File: src/rtl/wag_pkg.sv
// Shared definitions for the wait-state acknowledge generator.
// Assumes every active-low signal in the block idles at logic 1.
package wag_pkg;
    // Level of an inactive active-low strobe, used for all presets.
    localparam logic IDLE_LVL = 1'b1;

    // State of the two-stage acknowledge pipeline.
    typedef struct packed {
        logic capt;   // first stage: captured chip-select
        logic ack;    // second stage: delayed acknowledge
    } ack_pipe_t;
endpackage

File: src/rtl/wag_clk_halver.sv
// Divide-by-two of the reference clock, built as a toggle flop.
// It also produces a one-cycle enable for the bus-clock falling edge.
// The enable is high in the reference cycle whose closing edge moves
// the bus clock from 1 to 0.
// Assumes a synchronous active-low reset; the divided clock is held high
// while reset is asserted.
module wag_clk_halver
    import wag_pkg::*;
(
    input  logic clk,
    input  logic rst_n,
    output logic div_clk,
    output logic fall_en
);
    logic div_q;

    // Toggle the divided clock on each reference edge; preset high in reset.
    always_ff @(posedge clk) begin
        if (!rst_n) div_q <= IDLE_LVL;
        else        div_q <= ~div_q;
    end

    // The next reference edge is a falling bus-clock edge exactly when div_q is high.
    assign fall_en = div_q;
    assign div_clk = div_q;

    // once out of reset, the divided clock changes on every edge.
    a_r1_toggle: assert property (@(posedge clk) disable iff (!rst_n)
        $past(rst_n) |-> (div_q != $past(div_q)));
endmodule

File: src/rtl/wag_ack_pipe.sv
// Two-stage shift register that delays the chip-select by one bus period.
// Both stages advance only when fall_en is high. The second stage is
// preset whenever the override is high, and the acknowledge output is also
// gated by the override without a clock edge.
// Assumes fall_en is high for exactly one reference cycle per bus period.
module wag_ack_pipe
    import wag_pkg::*;
(
    input  logic clk,
    input  logic rst_n,
    input  logic fall_en,
    input  logic sel_n,
    input  logic force_idle,
    output logic capt_q,
    output logic ack_n
);
    ack_pipe_t st;

    // First stage: capture chip-select on a bus-clock falling edge.
    always_ff @(posedge clk) begin
        if (!rst_n)       st.capt <= IDLE_LVL;
        else if (fall_en) st.capt <= sel_n;
    end

    // Second stage: preset on override, otherwise shift from the first stage.
    always_ff @(posedge clk) begin
        if (!rst_n)          st.ack <= IDLE_LVL;
        else if (force_idle) st.ack <= IDLE_LVL;
        else if (fall_en)    st.ack <= st.capt;
    end

    // Combinational override so forcing acts within the same cycle.
    assign ack_n  = st.ack | force_idle;
    assign capt_q = st.capt;

    // the first stage loads the chip-select on a falling edge.
    a_r3_capture: assert property (@(posedge clk) disable iff (!rst_n)
        ($past(rst_n) && $past(fall_en)) |-> (st.capt == $past(sel_n)));

    // the first stage holds between falling edges.
    a_r3_hold: assert property (@(posedge clk) disable iff (!rst_n)
        ($past(rst_n) && !$past(fall_en)) |-> $stable(st.capt));

    // the second stage takes the first stage's old value.
    a_r4_shift: assert property (@(posedge clk) disable iff (!rst_n)
        ($past(rst_n) && $past(fall_en) && !$past(force_idle)) |-> (st.ack == $past(st.capt)));

    // an override in the previous cycle leaves the second stage preset.
    a_r6_preset: assert property (@(posedge clk) disable iff (!rst_n)
        ($past(rst_n) && $past(force_idle)) |-> st.ack);
endmodule

File: src/rtl/wag_clk_passthru.sv
// True and inverted pass-through of an unrelated clock input.
// Assumes no timing relation to the reference clock; purely combinational.
module wag_clk_passthru (
    input  logic clk_in,
    output logic clk_true,
    output logic clk_comp
);
    // Direct copy and its complement.
    assign clk_true = clk_in;
    assign clk_comp = ~clk_in;
endmodule

File: src/rtl/wait_ack_gen.sv
// Top level of the single wait-state acknowledge generator.
// It divides the reference clock by two to make the bus clock, and it
// delays the RAM chip-select through a two-stage pipeline clocked by the
// bus-clock falling-edge enable. It also passes an auxiliary clock through.
// Assumes mrst_n is synchronous to ref_clk.
module wait_ack_gen (
    input  logic ref_clk,
    input  logic mrst_n,
    input  logic ram_sel_n,
    input  logic dma_ack,
    input  logic aux_clk_in,
    output logic bus_clk,
    output logic cap_probe,
    output logic xfer_ack_n,
    output logic aux_clk_buf,
    output logic aux_clk_inv
);
    logic fall_en;

    wag_clk_halver u_div (
        .clk     (ref_clk),
        .rst_n   (mrst_n),
        .div_clk (bus_clk),
        .fall_en (fall_en)
    );

    wag_ack_pipe u_pipe (
        .clk        (ref_clk),
        .rst_n      (mrst_n),
        .fall_en    (fall_en),
        .sel_n      (ram_sel_n),
        .force_idle (dma_ack),
        .capt_q     (cap_probe),
        .ack_n      (xfer_ack_n)
    );

    wag_clk_passthru u_pass (
        .clk_in   (aux_clk_in),
        .clk_true (aux_clk_buf),
        .clk_comp (aux_clk_inv)
    );

    // the acknowledge can only fall one bus period after the probe fell.
    a_r4_ack_after_probe: assert property (@(posedge ref_clk) disable iff (!mrst_n)
        $fell(xfer_ack_n) |-> ($past(cap_probe) == 1'b0 && $past(cap_probe, 2) == 1'b0));
endmodule

File: config.mk
export PLATFORM = sky130hd
export DESIGN_NAME = wait_ack_gen
export DESIGN_NICKNAME = d
export VERILOG_FILES = /design/src/rtl/wag_pkg.sv /design/src/rtl/wag_clk_halver.sv /design/src/rtl/wag_ack_pipe.sv /design/src/rtl/wag_clk_passthru.sv /design/src/rtl/wait_ack_gen.sv
export SDC_FILE = /design/constraint.sdc
export NUM_CORES = 1
export LEC_CHECK = 0
export BUFFER_PORTS_ARGS = -buffer_cell sky130_fd_sc_hd__buf_2
export CELL_PAD_IN_SITES_DETAIL_PLACEMENT = 0
export CELL_PAD_IN_SITES_GLOBAL_PLACEMENT = 1
export CORE_AREA = 10 10 47 49
export CTS_CLUSTER_DIAMETER = 60
export DETAILED_ROUTE_END_ITERATION = 6
export DIE_AREA = 0 0 57 59
export GPL_TIMING_DRIVEN = 0
export MAX_ROUTING_LAYER = met4
export PLACE_DENSITY_LB_ADDON = 0.1
export SYNTH_ARGS = -nofsm -noshare
export SYNTH_HDL_FRONTEND = slang
export SYNTH_HIERARCHICAL = 1
export SYNTH_SLANG_ARGS = --single-unit
File: constraint.sdc
create_clock -name ref_clk -period 0.9 [get_ports ref_clk]
set_input_delay 0.045 -clock ref_clk [delete_from_list [all_inputs] [get_ports ref_clk]]
set_output_delay 0.045 -clock ref_clk [all_outputs]
set_load 0.05 [all_outputs]
# Yosys cells after proc, flatten, opt, wreduce, memory -nomap -nowiden
# Cells that the tools add are included.
dict set report word_totals {
  output_inout_bits 5
  input_bits 5
  ff_bits 3
  elab_cells 8
}
dict set report classes {
  bitwise 4
  reduce_logical 1
}
# cell count
set ops {}
lappend ops {{1-bit NOT} 3}
lappend ops {{2-bit OR reduction} 1}
lappend ops {{1-bit bitwise OR} 1}

# Logic depth before layout (Yosys ltp)
# Gate-level depths: netlist (run 1).
dict set report depth {
  word_depth 2
  depth_mapped 3
  depth_no_buf 2
}

# By module
# Netlist (run 1), hierarchy kept.
# module seq_area_each_um2 instances cells_each area_per_inst_um2
set by_module_without_submodules {}
lappend by_module_without_submodules {wag_ack_pipe 40.0 1 7 77.6}
lappend by_module_without_submodules {wag_clk_halver 20.0 1 3 31.3}
lappend by_module_without_submodules {wag_clk_passthru 0.0 1 2 11.3}

# Least setup slack after synthesis (run 1)
# Ideal clock, no wire load.
dict set report synth_timing {
  path_type {register to register}
  start {reg u_div.div_q, in the netlist u_div/div_clk}
  end {reg u_pipe/st[0] in the netlist's numbering}
  setup_slack_ps -297
  arrival_time_ps 1075
  setup_time_ps 122
  path_stages_with_launch 4
  path_buffers 1
  period_less_slack_ps 1197
  required_time_ps 778
  cell_sequence {dfxtp_1 > buf_4 > mux2i_1 > nand3b_1}
}
# element line_no
set synth_lines {}
lappend synth_lines {{start: declaration} wag_clk_halver.sv:15} ;# logic div_q;
lappend synth_lines {{start signal: assignment} wag_clk_halver.sv:20} ;# else div_q <= ~div_q;
lappend synth_lines {{end: declaration} wag_ack_pipe.sv:17} ;# ack_pipe_t st;

# Worst setup path after layout (run 1)
dict set report layout_timing {
  start {reg u_pipe/st[0] in the netlist's numbering}
  end {out xfer_ack_n}
}
dict set report layout_between {
  elab_chain_cells 1
}
# element line_no
set layout_rtl {}
lappend layout_rtl {{1-bit bitwise OR} wag_ack_pipe.sv:33} ;# assign ack_n = st.ack | force_idle;
lappend layout_rtl {{end: declaration} wait_ack_gen.sv:14} ;# output logic xfer_ack_n,
# Every way passes these cells.

==> impl_results.md, run 1 <==
- Status: complete, but fails checks
- Violated checks: negative setup slack
- Clk_lat worst skew: approximately 0.23 ns
- # clock sinks: 3
- N_diodes: 0
- CP Capture Type: output port
- Most common cell after layout, fill and taps aside: buf_2
- Global route total overflow: 0
- Initial DRC Count: 0
- DR vias: 124
- DR pass1 iterations: 1
- Initial antenna violation count: 0
- Clock-pin slew on the worst setup and hold paths: roughly 0.04 ns
- Pin count of the biggest net entering global routing: 4
- Critical path class: reg -> out
- RSZ-0062 raised after global routing: yes
- #FFs+latches synth: 3
- Max Cap Viol: 0
- Reg2reg path depth: 3
- Synth top area cells: dfxtp_1 50%, mux2i_1 17%, buf_4 13%
- IO buf count: 9
- Final Non-Filler Cells: 42
- Syn avg cell area: roughly 10 sq um
- Clock Skews: approximately 0.0027 ns
- Worst hold endpoint: u_pipe/st[0]
- Dpl ws: 0.0619 ns
- Min-delay worst type: in -> reg
- Share of layout cells above drive strength 1: 0.692
- Synth Warn #: 6
- RR Endpoint: u_pipe/st[0]
- Via/cell ratio: just under 3
- Clock root cell: clkbuf_4
- Nets@finish: 32
- CP max stage cell: dfxtp_2
- DIE WIDTH: around 57 um
- Number of core rows: 14
- Final min period: roughly 0.96 ns
- CP Max Fanout: 2
- Power Total: between 0.0004 and 0.0005 W
- Final WS setup: -0.0628 ns
- Final Setup Violations: 1
- H-tree lvl count: 1
- RR Startpoint: u_div/div_clk
- Vias in the first global route: roughly 130
- First-pass GRT wire length: between 500 and 600 um
- Slowest Stage Delay on Critical Path: just over 0.3 ns
- Critical path data required time: 0.85 ns
- Die area: around 3400 sq um
- Most frequent cells in the layout: 6 x buf_2, 5 x clkbuf_4, 2 x nand2_1, 2 x mux2i_1, 2 x dfxtp_2
- Die Span Y: slightly below 60 um
- WHS Path Cells: 2
- CP Cell Sequence: or2_4 -> buf_8
- Cells after DPL: 37
- R2R setup slack: around 0.090 ns
- Synthesized cell area: roughly 120 sq um
- Core footprint: ~1400 sq um
- Final hold slack: between 0.02 and 0.025 ns
- I/O Pins: 10
- CTS tree: done
- Synthesized instance count: 12
- Final Wtd Congestion: 0.500
- Final Cycle Share: 1.07
- Critical Path AT: 0.92 ns
- Crit path buf inv count: 1
- Total Routing Usage GR: 0.0284
- Critical Path Source Type: flop
- DR WL/cell: ~8.5 um
- Hold_sp: dma_ack
- Fmax: just over 1 GHz
- Post-synth top area share: 0.500
- Worst path top cell family by delay: flip-flops
- Syn Nets: 17
- Final hold vios: 0
- Leakage power: 0.123 nW
- Dominant cell type by area after synthesis: dfxtp_1
- Final max-slew violation count: 0
- Slew @ Worst Pin: between 0.2 and 0.3 ns
- VDD IR max: 0.000678 V
- Deepest clock path buffer count: 2
- Drt drc: 0
- P per Cell Area: approximately 1900 nW/um^2
- Slew HR: 0.829
- Unique masters post-synth: 7
- Final core utilization: 0.178
- ANT nets after route: 0
- Postcts setup bufs: 0
- Seq/Total Area, Yosys: 0.500
- Final WL: 359 um
- Initial Utilization: 0.0857
- Layout area overhead: 107%
- Total CTS buffers: 3
[logic make-up (layout without fill, tap and decap cells)]
kind of cell  after synthesis  in the layout  share of synthesized area
simple gates                4              4                      0.177
flops                       3              3                      0.500
buf+inv                     3             17                      0.156
mux                         2              2                      0.167
[routing by layer]
layer	share of wire	global-route usage	vias up
met2	0.42	0.0248	8
met3	0.092	0.0279	4
li1	-	-	64
met5	0	-	-
met4	0.070	0.0503	0
met1	0.42	0.0236	48
[where the power goes]
group          internal [W]  switching [W]  leakage (nW)
combinational     0.0000367      0.0000573        0.0837
sequential         0.000141     0.00000523        0.0243
clock              0.000166      0.0000668        0.0150
[state kept, by name, summed over array words and instances, names as in the netlist]
| register | count |
|---|---|
| u_pipe/capt_q | 1 |
| u_pipe/st | 1 |
| u_div/div_clk | 1 |
[Yosys cell counts]
library cell and instances:
nand2_1 2, or2_2 1, dfxtp_1 3, mux2i_1 2
buf_4 2, nand3b_1 1, inv_1 1
[how the worst max path moves through the flow]
stage | endpoint | depth (start not counted) | startpoint | slack [ns]
final | xfer_ack_n | 2 | u_pipe/st[0] | -0.06
after global routing | xfer_ack_n | 2 | u_pipe/st[0] | -0.10
after CTS | xfer_ack_n | 2 | u_pipe/st[0] | -0.08
after detailed placement | xfer_ack_n | 2 | u_pipe/st[0] | 0.06
after global placement | xfer_ack_n | 2 | u_pipe/st[0] | 0.07
after floorplan | u_pipe/st[0] | 3 | u_div/div_clk | -0.002
[through the flow]
stage / cell area, sq um / TNS, ns
6_report: 249 / -0.0628
4_1_cts: 244 / -0.0751
3_3_place_gp: 194 / 0
3_5_place_dp: 194 / 0
2_1_floorplan: 129 / -0.00197
5_1_grt: 249 / -0.101
[area by class of cell]
class	count	area [sq um]
buffer	2	18.8
clock buffer	4	26.3
fill	171	1150
inverter	1	3.75
multi-input combinational	6	43.8
sequential	3	66.3
tap	16	20.0
timing repair buffer	10	70.1
[timing repair]
item,4_1_cts,5_1_grt
hold endpoints to repair,1,0
resized for setup,5,2
endpoints found under the setup margin,1,3
hold buffers,1,0
pin swaps,1,0
Note: power is estimated with default switching activity, not from simulation.
==> run 2, diff against run 1 <==
Settings changed: REMOVE_ABC_BUFFERS from default to 1.
==> run 2 against run 1 <==
Against the previous run:
- the flow still finishes with violations (negative setup slack)
- sequential cell count is the same
- total power shrank 0.16%
- register-to-register slack gained 0.05 ns
- clock power grew 2%
- first-iteration DRC count grew 2
- utilization shrank 1.3 points
- cell area shrank 7.5%
- die area is the same
- final cell count shrank 4.8%
- setup slack gained 0.0028 ns
- non-clock buffer count shrank 2
- routed wire length shrank 0.28%
- critical path type unchanged
- critical endpoint unchanged
- largest cell class unchanged
- largest power group unchanged
==> impl_results.md, run 2 (synthesis gave the netlist of run 1 again) <==
- DP Area: 170 sq um (was 194 sq um)
- Critical Path Source Type: flop (unchanged)
- Slew @ Worst Pin: 0.253 ns (was 0.258 ns)
- Core footprint: 1400 sq um (unchanged)
- IO buf count: 9 (unchanged)
- Slew HR: 0.833 (was 0.829)
- Die area: 3360 sq um (unchanged)
- Min-delay worst type: in -> reg (unchanged)
- Final min period: 0.960 ns (was 0.963 ns)
- Number of core rows: 14 (unchanged)
- Violated checks: negative setup slack (unchanged)
- Drt drc: 0 (unchanged)
- # clock sinks: 3 (unchanged)
- DR WL/cell: 8.95 um (was 8.55 um)
- Final hold vios: 0 (unchanged)
- CP Max Fanout: 2 (unchanged)
- Power Total: 0.000473 W (about the same)
- Initial Utilization: 0.0857 (unchanged)
- Share of layout cells above drive strength 1: 0.625 (was 0.692)
- Final max-slew violation count: 0 (unchanged)
- Most frequent cells in the layout: 6 x buf_2, 3 x clkbuf_4, 2 x nand2_1, 2 x dfxtp_2, 2 x mux2i_1 (was 6 x buf_2, 5 x clkbuf_4, 2 x nand2_1, 2 x mux2i_1, 2 x dfxtp_2)
- Critical Path AT: 0.92 ns (about the same)
- Global route total overflow: 0 (unchanged)
- Critical path class: reg -> out (unchanged)
- Nets@finish: 30 (was 32)
- H-tree lvl count: 1 (unchanged)
- Final WS setup: -0.0600 ns (was -0.0628 ns)
- Clock Skews: 0.00407 ns (was 0.00274 ns)
- DR vias: 116 (was 124)
- I/O Pins: 10 (unchanged)
- Postcts setup bufs: 0 (unchanged)
- Clock-pin slew on the worst setup and hold paths: 0.04 ns (about the same)
- DR pass1 iterations: 4 (was 1)
- Deepest clock path buffer count: 2 (unchanged)
- Total CTS buffers: 3 (unchanged)
- Final Wtd Congestion: 0.558 (was 0.500)
- Vias in the first global route: 132 (unchanged)
- N_diodes: 0 (unchanged)
- Final Cell Area: 230 sq um (was 249 sq um)
- Layout area overhead: 91.7% (was 107%)
- CTS tree: done (unchanged)
- Clock root cell: clkbuf_4 (unchanged)
- Clk_lat worst skew: 0.23 ns (about the same)
- DIE WIDTH: 57 um (unchanged)
- Final Cycle Share: 1.07 (about the same)
- P per Cell Area: 2050 nW/um^2 (was 1900 nW/um^2)
- Initial antenna violation count: 0 (unchanged)
- Via/cell ratio: 2.90 (was 2.95)
- Max Cap Viol: 0 (unchanged)
- Fmax: 1.04 GHz (about the same)
- Most common cell after layout, fill and taps aside: buf_2 (unchanged)
- Initial DRC Count: 2 (was 0)
- Leakage power: 0.114 nW (was 0.123 nW)
- RSZ-0062 raised after global routing: yes (unchanged)
- Final TNS setup: -0.0600 ns (was -0.0628 ns)
- ANT nets after route: 0 (unchanged)
- VDD IR max: 0.000439 V (was 0.000678 V)
- Status: complete, but fails checks (unchanged)
- First-pass GRT wire length: 572 um (was 565 um)
- Final core utilization: 0.164 (was 0.178)
- Final WL: 358 um (was 359 um)
- Final Setup Violations: 1 (unchanged)
- Pin count of the biggest net entering global routing: 5 (was 4)
- Critical path data required time: 0.85 ns (about the same)
- CP Capture Type: output port (unchanged)
- Total Routing Usage GR: 0.0261 (was 0.0284)
- Die Span Y: 59 um (unchanged)
## run 2: repair_timing
action,CTS,global route
endpoints found under the setup margin,3,2
hold buffers,1,0
pin swaps,1,0
gates resized for setup,8,1
hold endpoints to repair,1,0
## run 2: worst paths after layout
check,startpoint,to,slack [ns],cells past startpoint
min reg2reg,u_div/div_clk,u_div/div_clk,0.42,1
min,dma_ack,u_pipe/st[0],0.02,2
max reg2reg,u_div/div_clk,u_pipe/st[0],0.14,2
max,u_pipe/st[0],xfer_ack_n,-0.06,2
## run 2: where the power goes
part	switching, W	internal (W)	total, W
Clock	0.0000717	0.000166	0.000238
Combinational	0.0000538	0.0000311	0.0000850
Sequential	0.00000761	0.000142	0.000150
Total	0.000133	0.000339	0.000473
## run 2: per-layer routing
| layer | track usage | wire length, um | vias up |
|---|---|---|---|
| li1 | - | - | 59 |
| met1 | 0.0283 | 179 | 50 |
| met2 | 0.0264 | 145 | 7 |
| met3 | 0.0258 | 32 | 0 |
| met4 | 0.0201 | 0 | 0 |
| met5 | - | 0 | - |
## run 2: area by class of cell
cell class,count,area [sq um]
Fill cell,169,1170
Timing Repair Buffer,10,73.8
Sequential cell,3,62.6
Multi-Input combinational cell,6,43.8
Clock buffer,4,26.3
Tap cell,16,20.0
Inverter,1,3.75
## run 2: per-stage QoR
stage               instances  hold WS, ns  setup slack (ns)
floorplan                  10       0.0900            -0.204
global placement           35        0.245            0.0742
detailed placement         35        0.241            0.0736
CTS                        40       0.0135           -0.0713
global route               40       0.0297           -0.0965
finish                     40       0.0219           -0.0600
## run 2: critical path: stages, from the launching register on
cell     delay, ns
dfxtp_2       0.31
or2_4         0.22
buf_8         0.15
==> run 3, diff against run 2 <==
--- a/config.mk
+++ b/config.mk
@@ -18,2 +18,3 @@
 export REMOVE_ABC_BUFFERS = 1
+export SKIP_LAST_GASP = 1
 export SYNTH_ARGS = -nofsm -noshare
==> constraint.sdc (replaced) <==
create_clock -name ref_clk -period 0.9 [get_ports ref_clk]
set_input_delay 0.18 -clock ref_clk [delete_from_list [all_inputs] [get_ports ref_clk]]
set_output_delay 0.18 -clock ref_clk [all_outputs]
set_load 0.05 [all_outputs]
==> run 3 against run 2 <==
Against the previous run:
- first-iteration DRC count is the same
- clock-buffer cell count unchanged
- setup slack worse by 0.13 ns
- critical endpoint unchanged
- critical path type unchanged
- the run still ends with negative setup slack left
- highest routed layer unchanged
==> impl_results.md, run 3 (synthesis gave the netlist of run 1 again) <==
- Critical path class: reg -> out (unchanged)
- WHS Path Cells: 2 (unchanged)
- VDD IR max: 0.000433 V (was 0.000439 V)
- CP Capture Type: output port (unchanged)
- Clock Skews: 0.00381 ns (was 0.00407 ns)
- RR Startpoint: u_div/div_clk (unchanged)
- Final Setup Violations: 1 (unchanged)
- DIE WIDTH: 57 um (unchanged)
- Vias in the first global route: 154 (was 132)
- Clock root cell: clkbuf_4 (unchanged)
- CP max stage cell: dfxtp_2 (unchanged)
- IO buf count: 9 (unchanged)
- Final Wtd Congestion: 0.558 (unchanged)
- Total Routing Usage GR: 0.0288 (was 0.0261)
- Crit path buf inv count: 1 (unchanged)
- Final WL: 390 um (was 358 um)
- Slew @ Worst Pin: 0.253 ns (unchanged)
- Critical Path AT: 0.91 ns (was 0.92 ns)
- # clock sinks: 3 (unchanged)
- CP Max Fanout: 2 (unchanged)
- Min-delay worst type: in -> reg (unchanged)
- Final hold slack: 0.134 ns (was 0.0219 ns)
- Initial DRC Count: 2 (unchanged)
- Number of core rows: 14 (unchanged)
- CP Cell Sequence: or2_4 -> buf_8 (unchanged)
- Nets@finish: 31 (was 30)
- Die Span Y: 59 um (unchanged)
- Worst path top cell family by delay: flip-flops (unchanged)
- DR pass1 iterations: 2 (was 4)
- Status: complete, but fails checks (unchanged)
- N_diodes: 0 (unchanged)
- Die area: 3360 sq um (unchanged)
- Critical Path Source Type: flop (unchanged)
- I/O Pins: 10 (unchanged)
- RSZ-0062 raised after global routing: yes (unchanged)
- Deepest clock path buffer count: 2 (unchanged)
- Via/cell ratio: 3.05 (was 2.90)
- Reg2reg path depth: 3 (was 2)
- Critical path data required time: 0.72 ns (was 0.85 ns)
- Violated checks: negative setup slack (unchanged)
- Final WS setup: -0.194 ns (was -0.0600 ns)
- Initial antenna violation count: 0 (unchanged)
- Fmax: 0.914 GHz (was 1.04 GHz)
- Total CTS buffers: 3 (unchanged)
- Dpl ws: -0.0614 ns (was 0.0736 ns)
- Final Cycle Share: 1.22 (was 1.07)
- R2R setup slack: 0.05 ns (was 0.14 ns)
- Share of layout cells above drive strength 1: 0.720 (was 0.625)
- Core footprint: 1400 sq um (unchanged)
- Initial Utilization: 0.0857 (unchanged)
- H-tree lvl count: 1 (unchanged)
- P per Cell Area: 1940 nW/um^2 (was 2050 nW/um^2)
- Most common cell after layout, fill and taps aside: buf_2 (unchanged)
- Global route total overflow: 0 (unchanged)
- First-pass GRT wire length: 648 um (was 572 um)
- DR vias: 125 (was 116)
- DR WL/cell: 9.51 um (was 8.95 um)
- Final min period: 1.09 ns (was 0.960 ns)
- Final hold vios: 0 (unchanged)
- Max Cap Viol: 0 (unchanged)
- Slew HR: 0.833 (unchanged)
- Pin count of the biggest net entering global routing: 4 (was 5)
- Final max-slew violation count: 0 (unchanged)
- Drt drc: 0 (unchanged)
- RR Endpoint: u_pipe/st[0] (unchanged)
- Clk_lat worst skew: 0.23 ns (about the same)
- ANT nets after route: 0 (unchanged)
- CTS tree: done (unchanged)
- Hold_sp: mrst_n (was dma_ack)
- Leakage power: 0.123 nW (was 0.114 nW)
- Clock-pin slew on the worst setup and hold paths: 0.04 ns (about the same)
- Slowest Stage Delay on Critical Path: 0.31 ns (about the same)
- Most frequent cells in the layout: 6 x buf_2, 3 x clkbuf_4, 3 x buf_8 (was 6 x buf_2, 3 x clkbuf_4, 2 x nand2_1, 2 x dfxtp_2, 2 x mux2i_1)
- Worst hold endpoint: u_div/div_clk (was u_pipe/st[0])
- Layout area overhead: 108% (was 91.7%)
- Filler cell count in the final layout: 171 (was 169)
==> run 3: cell count changes in the layout (fill, tap and decap cells not counted) <==
cell / change
buf_6: -1
dlygate4sd3_1: -1
dfxtp_4: +1
buf_4: +1
dfxtp_1: -1
buf_8: +2
==> run 3: repair_timing <==
action | 4_1_cts | 5_1_grt
hold buffers | 0 | 0
buffers inserted | 2 | 0
gates resized for setup | 14 | 0
pin swaps | 1 | 0
endpoints found under the setup margin | 3 | 3
==> run 3: worst max path at each step <==
stage             startpoint           end  slack (ns)  cells past startpoint
2_1_floorplan  u_div/div_clk  u_pipe/st[0]       -0.20                      2
3_3_place_gp    u_pipe/st[0]    xfer_ack_n       -0.06                      2
3_5_place_dp    u_pipe/st[0]    xfer_ack_n       -0.06                      2
4_1_cts         u_pipe/st[0]    xfer_ack_n       -0.21                      2
5_1_grt         u_pipe/st[0]    xfer_ack_n       -0.23                      2
6_report        u_pipe/st[0]    xfer_ack_n       -0.19                      2
==> run 3: cell type report <==
type                    count  area [sq um]  area share
well taps                  16          20.0      0.0800
flip-flops and latches      3          66.3       0.265
multi-input cells           6          43.8       0.175
clock buffers               4          26.3       0.105
repair buffers             11          90.1       0.360
inverters                   1          3.75      0.0150
==> run 3: metrics by stage <==
step | cell area, sq um | instances | TNS (ns) | power, W | util
2_1_floorplan | 105 | 10 | -0.382 | 0.000192 | -
3_3_place_gp | 170 | 35 | -0.0608 | 0.000226 | 0.121
3_5_place_dp | 170 | 35 | -0.0614 | 0.000225 | 0.121
4_1_cts | 250 | 41 | -0.213 | 0.000498 | 0.179
5_1_grt | 250 | 41 | -0.272 | 0.000522 | 0.179
6_report | 250 | 41 | -0.194 | 0.000486 | 0.179
==> run 3: routing by layer <==
metal  vias up  wire (um)  GRT usage
met5         -          0          -
met4         0          0     0.0201
met3         0         45     0.0279
met2         7        176     0.0372
met1        56        168     0.0260
li1         62          -          -
==> run 3: report_power, final <==
part / internal (W) / switching, W
registers: 0.000141 / 0.00000581
clock network: 0.000166 / 0.0000713
logic: 0.0000422 / 0.0000592
